`config.mk`:
```
export PLATFORM = sky130hd
export DESIGN_NAME = dual_sport_tx
export DESIGN_NICKNAME = d
export VERILOG_FILES = /design/src/rtl/dsport_pkg.sv /design/src/rtl/sport_sclk_div.sv /design/src/rtl/sport_lane.sv /design/src/rtl/dual_sport_tx.sv
export SDC_FILE = /design/constraint.sdc
export NUM_CORES = 1
export LEC_CHECK = 0
export BUFFER_PORTS_ARGS = -buffer_cell sky130_fd_sc_hd__clkbuf_2
export CORE_UTILIZATION = 64
export CTS_BUF_LIST = sky130_fd_sc_hd__clkbuf_16
export DETAILED_ROUTE_END_ITERATION = 12
export PLACE_DENSITY_LB_ADDON = 0.3
export SYNTH_ARGS = -nofsm -noshare
export SYNTH_HDL_FRONTEND = slang
export SYNTH_SLANG_ARGS = --single-unit
```
`constraint.sdc`:
```
create_clock -name clk -period 4.35 [get_ports clk]
set_input_delay 0.6525 -clock clk [delete_from_list [all_inputs] [get_ports clk]]
set_output_delay 0.6525 -clock clk [all_outputs]
set_load 0.05 [all_outputs]
```
`src/rtl/dsport_pkg.sv`:
```
package dsport_pkg;
    typedef enum logic [1:0] {
        FR_IDLE  = 2'd0,
        FR_SYNC  = 2'd1,
        FR_SHIFT = 2'd2
    } fr_state_e;
endpackage

```
`src/rtl/sport_sclk_div.sv`:
```
module sport_sclk_div #(
    parameter int DIVW = 3
) (
    input  logic            clk,
    input  logic            rst_n,
    input  logic            run,
    input  logic [DIVW-1:0] div,
    output logic            sclk,
    output logic            tick
);
    typedef struct packed {
        logic [DIVW-1:0] cnt;
        logic            sclk;
    } div_t;

    div_t s_q, s_d;
    logic [DIVW:0] half;

    // The high phase is ceil(ratio/2) cycles, where ratio = div + 1.
    assign half = ({1'b0, div} + (DIVW+1)'(2)) >> 1;
    assign tick = run && (s_q.cnt >= div);

    always_comb begin
        s_d = s_q;
        if (!run) begin
            // Park on the last count, so that the first enabled edge is a rising edge.
            s_d.cnt  = div;
            s_d.sclk = 1'b0;
        end else begin
            s_d.cnt  = tick ? '0 : s_q.cnt + 1'b1;
            s_d.sclk = ({1'b0, s_d.cnt} < half);
        end
    end

    always_ff @(posedge clk or negedge rst_n) begin
        if (!rst_n) s_q <= '0;
        else        s_q <= s_d;
    end

    assign sclk = s_q.sclk;


    sclk_rise_on_tick_chk: assert property (@(posedge clk) disable iff (!rst_n)
        $rose(sclk) |-> $past(tick));


    sclk_idle_low_chk: assert property (@(posedge clk) disable iff (!rst_n)
        !run |=> !sclk);
endmodule

```
`src/rtl/sport_lane.sv`:
```
module sport_lane #(
    parameter int WLONG  = 24,
    parameter int WSHORT = 16
) (
    input  logic             clk,
    input  logic             rst_n,
    input  logic             cap,
    input  logic [WLONG-1:0] word,
    input  logic             start,
    input  logic             wide,
    input  logic             step,
    input  logic             clr,
    output logic             sdo
);
    localparam int PAD = WLONG - WSHORT;

    typedef struct packed {
        logic [WLONG-1:0] hold;
        logic [WLONG-1:0] sreg;
        logic             sdo;
    } lane_t;

    lane_t s_q, s_d;

    always_comb begin
        s_d = s_q;
        if (cap) s_d.hold = word;
        if (clr) begin
            s_d.sdo = 1'b0;
        end else if (start) begin
            // A short word is left-aligned, so its MSB goes out first.
            s_d.sreg = wide ? s_q.hold : {s_q.hold[WSHORT-1:0], {PAD{1'b0}}};
            s_d.sdo  = 1'b0;
        end else if (step) begin
            s_d.sdo  = s_q.sreg[WLONG-1];
            s_d.sreg = {s_q.sreg[WLONG-2:0], 1'b0};
        end
    end

    always_ff @(posedge clk or negedge rst_n) begin
        if (!rst_n) s_q <= '0;
        else        s_q <= s_d;
    end

    assign sdo = s_q.sdo;


    sdo_hold_chk: assert property (@(posedge clk) disable iff (!rst_n)
        $past(!(step || start || clr)) |-> $stable(sdo));
endmodule

```
`src/rtl/dual_sport_tx.sv`:
```
module dual_sport_tx #(
    parameter int LANES  = 2,
    parameter int WLONG  = 24,
    parameter int WSHORT = 16,
    parameter int DIVW   = 3
) (
    input  logic                   clk,
    input  logic                   rst_n,
    input  logic                   master_en,
    input  logic [DIVW-1:0]        div_sel,
    input  logic                   wlen_sel,
    input  logic                   load,
    input  logic [LANES*WLONG-1:0] load_data,
    output logic                   sclk,
    output logic                   sdfs,
    output logic [LANES-1:0]       sdo,
    output logic                   overrun
);
    import dsport_pkg::*;

    localparam int BW = $clog2(WLONG);

    typedef struct packed {
        fr_state_e     st;
        logic          sdfs;
        logic [BW-1:0] bits;
        logic          wide;
        logic          pend;
        logic          ovr;
    } fr_t;

    fr_t  f_q, f_d;
    logic tick;
    logic consume, cap, start, step, clr;

    sport_sclk_div #(.DIVW(DIVW)) u_div (
        .clk  (clk),
        .rst_n(rst_n),
        .run  (master_en),
        .div  (div_sel),
        .sclk (sclk),
        .tick (tick)
    );

    always_comb begin
        f_d     = f_q;
        consume = 1'b0;
        start   = 1'b0;
        step    = 1'b0;
        clr     = 1'b0;
        cap     = 1'b0;
        f_d.ovr = 1'b0;
        if (!master_en) begin
            f_d.st   = FR_IDLE;
            f_d.sdfs = 1'b0;
            f_d.pend = 1'b0;
            f_d.bits = '0;
            clr      = 1'b1;
        end else begin
            if (tick) begin
                unique case (f_q.st)
                    FR_IDLE: begin
                        if (f_q.pend) begin
                            start    = 1'b1;
                            consume  = 1'b1;
                            f_d.sdfs = 1'b1;
                            f_d.wide = wlen_sel;
                            f_d.st   = FR_SYNC;
                        end
                    end
                    FR_SYNC: begin
                        f_d.sdfs = 1'b0;
                        step     = 1'b1;
                        f_d.bits = f_q.wide ? BW'(WLONG-1) : BW'(WSHORT-1);
                        f_d.st   = FR_SHIFT;
                    end
                    FR_SHIFT: begin
                        if (f_q.bits != '0) begin
                            step     = 1'b1;
                            f_d.bits = f_q.bits - 1'b1;
                        end else if (f_q.pend) begin
                            start    = 1'b1;
                            consume  = 1'b1;
                            f_d.sdfs = 1'b1;
                            f_d.wide = wlen_sel;
                            f_d.st   = FR_SYNC;
                        end else begin
                            clr    = 1'b1;
                            f_d.st = FR_IDLE;
                        end
                    end
                    default: begin
                        clr      = 1'b1;
                        f_d.sdfs = 1'b0;
                        f_d.st   = FR_IDLE;
                    end
                endcase
            end
            cap      = load && (!f_q.pend || consume);
            f_d.pend = (f_q.pend && !consume) || cap;
            f_d.ovr  = load && f_q.pend && !consume;
        end
    end

    always_ff @(posedge clk or negedge rst_n) begin
        if (!rst_n) begin
            f_q    <= '0;
            f_q.st <= FR_IDLE;
        end else begin
            f_q <= f_d;
        end
    end

    for (genvar g = 0; g < LANES; g++) begin : g_lane
        sport_lane #(.WLONG(WLONG), .WSHORT(WSHORT)) u_lane (
            .clk  (clk),
            .rst_n(rst_n),
            .cap  (cap),
            .word (load_data[g*WLONG +: WLONG]),
            .start(start),
            .wide (wlen_sel),
            .step (step),
            .clr  (clr),
            .sdo  (sdo[g])
        );
    end

    assign sdfs    = f_q.sdfs;
    assign overrun = f_q.ovr;


    sdfs_one_period_chk: assert property (@(posedge clk) disable iff (!rst_n)
        (sdfs && tick) |=> !sdfs);


    sdfs_on_tick_chk: assert property (@(posedge clk) disable iff (!rst_n)
        $past(master_en && !tick) |-> $stable(sdfs));


    disabled_quiet_chk: assert property (@(posedge clk) disable iff (!rst_n)
        !master_en |=> (!sdfs && sdo == '0 && !overrun));


    overrun_pending_chk: assert property (@(posedge clk) disable iff (!rst_n)
        overrun |-> f_q.pend);


    idle_sdo_low_chk: assert property (@(posedge clk) disable iff (!rst_n)
        (f_q.st == FR_IDLE) |-> (sdo == '0));
endmodule

```
* Yosys cells after proc, flatten, opt, wreduce, memory -nomap -nowiden
Index checks and enable logic that the tools add are counted.
** Operators by class
- Add/sub/neg operators :: 3
- Magnitude comparators :: 2
- Eq/ne operators :: 9
- Mux-type cells :: 41
- Bitwise logic cells :: 1
- Reductions and logical operators :: 20
** Operator list (count)
- 25-bit 2-to-1 mux :: 4
- 24-bit 2-to-1 mux :: 2
- 1-bit 2-to-1 mux :: 21
- 3-bit != test (second input constant) :: 4
- 5-bit 2-to-1 mux :: 2
- 5-bit case mux with 2 select lines :: 1
- 3-bit 2-to-1 mux :: 3
- 9-bit 2-to-1 mux :: 1
- 3-bit case mux with 3 select lines :: 1
- 8-bit 2-to-1 mux :: 1
- 1-bit case mux with 2 select lines :: 4
- 4-bit AND reduction :: 2
- 3-bit AND reduction :: 2
- 1-bit logical AND :: 5
- 5-bit nonzero test :: 1
- 5-bit by 1-bit subtractor with 5-bit output (second input constant) :: 1
- 3-bit by 2-bit adder with 4-bit output (second input constant) :: 1
- 4-bit 2-to-1 mux :: 1
- 2-bit nonzero test :: 2
- 3-bit by 1-bit adder with 3-bit output (second input constant) :: 1
- 3-bit >= comparator :: 1
- 3-bit < comparator :: 1
- 3-bit by 1-bit != test with 1-bit output (second input constant) :: 1
- 3-bit nonzero test :: 1
- other kinds (10) :: 12
** Storage, ports and cells
- Register bits after elaboration :: 113
- Input port bits :: 56

* Longest topological paths before layout
- Word-level depth :: 9
- Depth in mapped cells :: 10

* Cells and area by module
Synthesis repeated with hierarchy kept, for this count alone.
** Unflattened totals
- Cells, all modules :: 505
- Area total of the unflattened synthesis :: 5642.9 µm²
** Modules (own cells, without submodules)
- sport_lane :: times used 2, cells an instance 188, area each 2250.9 µm², sequential area each 1226.2 µm²
- dual_sport_tx :: times used 1, cells an instance 90, area each 784.5 µm², sequential area each 275.3 µm²
- sport_sclk_div :: times used 1, cells an instance 39, area each 356.6 µm², sequential area each 100.1 µm²

* Least setup slack after synthesis
OpenSTA, ideal clock, no wires.
- Path type :: input to register
- Start point :: input port div_sel[1]
- End point :: register g_lane[1].u_lane.s_q[2] (netlist bit)
- Data arrival time :: 2407 ps
- Path slack :: 1818 ps
- Cell stages on the path :: 8
- Buffers on the path :: 1
- Cells stage by stage :: inv_1 ha_1 nand2_1 o21a_1 or3_4 a21oi_4 buf_8 mux2_2
** On the way
- Word-level cells in the longest chain between the ends :: 6
- Elaborated cells between the ends (all ways) :: 12
- Classes of those cells :: 1 x order compare; 7 x mux; 1 x bitwise; 3 x reduce/logical
** RTL lines
- start, declared :: RTL line dual_sport_tx.sv:10 : input logic [DIVW-1:0] div_sel,
- 3-bit >= comparator (*) :: RTL line sport_sclk_div.sv:21 : assign tick = run && (s_q.cnt >= div);
- 1-bit logical AND (*) :: RTL line sport_sclk_div.sv:21
- 1-bit 2-to-1 mux :: RTL line dual_sport_tx.sv:60 : if (tick) begin
- 1-bit 2-to-1 mux :: RTL line dual_sport_tx.sv:53 : if (!master_en) begin
- 2-bit nonzero test (no line) / 1-bit NOT (equally long branches)
- 2-bit AND reduction (no line)
- end signal, assigned :: RTL line sport_lane.sv:41 : if (!rst_n) s_q <= '0;
- end signal, assigned :: RTL line sport_lane.sv:42 : else s_q <= s_d;
- end, declared :: RTL line sport_lane.sv:23 : lane_t s_q, s_d;
Mark *: on every way between the ends. The rest lies on a longest branch, timed or not.
A chain may end at the register's enable or synchronous reset.

* Final worst setup path
- Start point :: register u_div.s_q[1] (netlist bit)
- End point :: register g_lane[0].u_lane.s_q[43] (netlist bit)
** On the way
- Word-level cells in the longest chain between the ends :: 7
** RTL lines
- start, declared :: RTL line sport_sclk_div.sv:16 : div_t s_q, s_d;
- start signal, assigned :: RTL line sport_sclk_div.sv:36 : if (!rst_n) s_q <= '0;
- start signal, assigned :: RTL line sport_sclk_div.sv:37 : else s_q <= s_d;
- 3-bit >= comparator :: RTL line sport_sclk_div.sv:21
- 1-bit logical AND :: RTL line sport_sclk_div.sv:21
- 1-bit 2-to-1 mux :: RTL line dual_sport_tx.sv:60
- 1-bit 2-to-1 mux :: RTL line dual_sport_tx.sv:53
- 1-bit logical OR :: RTL line dual_sport_tx.sv:99 : cap = load && (!f_q.pend || consume);
- 1-bit logical AND :: RTL line dual_sport_tx.sv:99
- 1-bit 2-to-1 mux :: RTL line dual_sport_tx.sv:53
- end signal, assigned :: RTL line sport_lane.sv:41
- end signal, assigned :: RTL line sport_lane.sv:42
- end, declared :: RTL line sport_lane.sv:23
Every way passes these cells. The select of a mux whose other input is x is not followed.

==> out/summary.txt <==
status - complete, no violations
Yosys cell types - 46
synthesis-to-finish area growth - 15.3%
pin count of the biggest net entering global routing - 78
row count - 34
Post-Synthesis Cells - 464
post-synthesis area per instance - 12.5 sq um
Die Y - 97.3 um
Synth Register Bits - 113
origin of the critical flop-to-flop path - u_div.s_q[1]
initial antenna violation count - 0
Synth top area share - 48.7%
worst vdd ir - 339 uV
top_reg_cell synth - dfrtp_1
reg2reg path depth - 8
slew margin rel. - 31.0%
DR DRC count - 0
Die ar. - 9460 sq um
total leakage power - 3.00 nW
number of I/O pins - 61
Hold WC Path Type - in2async
commonest non-fill, non-tap cells in the layout - 113 x dfrtp_1, 94 x mux2_2, 71 x mux2i_1, 59 x clkbuf_2, 33 x inv_1
Core Util, Final - 76.4%
CTS tree - yes
post-layout min period - 3050 ps
maxcap violations - 0
Initial Utilization - 66.3%
Final #Nets - 593
CTS buffer count - 17
max-slew violation total from the final report - 0
port bufs - 60
Total Power - 0.00393 W
total nets after synthesis - 534
HPWL Detailed - 7.50 mm
Synth area leaders - dfrtp_1 49%, mux2_2 18%, mux2i_1 12%, ha_1 3.0%, inv_1 2.1%
DR iter-0 viols - 164
Die Wd - 97.3 um
Clock Sinks - 113
Filler cells - 566
ys async rst share - 100%
commonest non-fill, non-tap cell in the layout - dfrtp_1
Tcrit/Tclk final - 70.0%
Place WS - 923 ps
Seq/Total Area, Yosys - 48.7%
Worst Path Required - 4640 ps
Final Hold Vio Count - 0
worst setup margin - 1300 ps
share of layout cells above drive strength 1 - 37.9%
critical path class - reg2reg
Via density - 5.88
pwr/cell area - 587 nW/um^2
skew final - 6.50 ps
Final ANT Viol Nets - 0
clock root buffer - clkbuf_16
CP startpoint - u_div.s_q[1]
crit path to - g_lane[0].u_lane.s_q[43]
via count - 3,783
worst slew pin tran - 1030 ps
Max H-tree Level - 4
RSZ-0062 raised after global routing - false
Worst setup SP type - flip-flop
global-route wire length before repair - 20.4 mm
number of gates resized after CTS - 0
CP arrival - 3330 ps
Mapped Area - 5810 sq um
core area - 8760 sq um
fmax - 328 MHz
Final Setup Violations - 0
RR Endpoint - g_lane[0].u_lane.s_q[43]
YS warnings - 0
crit-path max FO - 27
number of flops mapped to enable cells by yosys - 0
GRT Total Usage - 27.5%
fin area - 6700 sq um
Post-CTS Hold Buffers - 0
Clk Latency, worst-skew pair - 410 ps
Longest Clk Path Bufs - 2
dpl cell area - 6110 sq um
final wirelength - 11.8 mm
Reg clk slew, reported paths - 50 ps
aggregate global routing overflow - 0
setup_tns - 0 ps
Final GP Congestion - 0.771
# diodes - 0
endpoint type of the worst setup path - flip-flop
Setup Fix Bufs, Post-CTS - 0
Worst R2R Setup Slack - 1300 ps
Routed WL per cell - 18.4 um
cell taking the most area after synthesis - dfrtp_1
1st-pass router iterations - 5
vias in the first global route - 4,122
==> per-layer routing <==
metal / track usage, % / vias up / share of wire, %
li1: - / 1771 / -
met5: 0 / - / 0
met4: 9.73 / 0 / 1.3
met2: 44.9 / 81 / 51
met3: 6.69 / 16 / 3.2
met1: 36.1 / 1915 / 45
==> registers in the layout, summed over array words and instances, names as in the netlist, named ones only <==
| name | count |
|---|---|
| u_div.s_q | 3 |
| f_q | 8 |
| g_lane.u_lane.s_q | 96 |
| sdfs | 1 |
| g_lane.u_lane.sdo | 2 |
| overrun | 1 |
| u_div.sclk | 1 |
==> where the power goes <==
part	switching (W)	total [W]	internal (W)	leakage (nW)
Clock	0.000503	0.00140	0.000896	0.289
Combinational	0.000453	0.000931	0.000478	1.36
Sequential	0.000205	0.00160	0.00140	1.36
==> worst min path at each step <==
stage / slack, ps / endpoint / startpoint / cells after the start
after floorplan: 360 / asynchronous set/reset pin / rst_n / 0
after global placement: 480 / g_lane[1].u_lane.s_q[45] / g_lane[1].u_lane.s_q[45] / 1
after detailed placement: 490 / u_div.s_q[1] / u_div.s_q[1] / 1
after CTS: 440 / g_lane[1].u_lane.s_q[29] / rst_n / 1
after global routing: 460 / g_lane[1].u_lane.s_q[47] / load_data[46] / 2
final: 410 / g_lane[1].u_lane.s_q[29] / rst_n / 1
==> critical path, cell delays in order, from the launching register on <==
cell and delay (ps):
dfrtp_1 380, inv_1 80, ha_1 270, nor2b_1 180, o21a_1 540, o21ai_0 210
nand3_2 430, buf_4 430, mux2_2 390
==> cell usage after synthesis, types with 5 or more instances <==
cell and number:
a21oi_1 18, buf_2 6, buf_6 5, clkbuf_1 6, dfrtp_1 113, ha_1 14
inv_1 33, mux2_2 94, mux2i_1 71, nand2_1 24, nand3_1 11, nor2_1 7
nor4_1 7, o21ai_0 9
==> final cells by class <==
| cell class | instances | area (sq um) | share of cell area [%] |
|---|---|---|---|
| Clock inverter | 14 | 164 | 2.45 |
| Timing Repair Buffer | 67 | 368 | 5.49 |
| Tap cell | 108 | 135 | 2.02 |
| Sequential cell | 113 | 2830 | 42.2 |
| Inverter | 33 | 124 | 1.85 |
| Clock buffer | 17 | 425 | 6.35 |
| Multi-Input combinational cell | 291 | 2650 | 39.6 |
==> kinds of logic after synthesis <==
group	count (synthesis)	share of synthesized area, %
AND/OR/NAND/NOR	63	5.69
XOR/XNOR	1	0.151
flip-flops	113	48.7
multiplexers	169	31.5
adder cells (fa/ha/maj)	14	3.02
AO/OA/AOI/OAI	44	5.26
buffers and inverters	60	5.73
==> metrics by stage <==
stage | std cells | hold slack (ps)
2_1_floorplan | 464 | 357
3_3_place_gp | 612 | 485
3_5_place_dp | 612 | 490
4_1_cts | 643 | 442
5_1_grt | 643 | 458
6_report | 643 | 408
No activity file was read; power rests on OpenSTA's default activity.
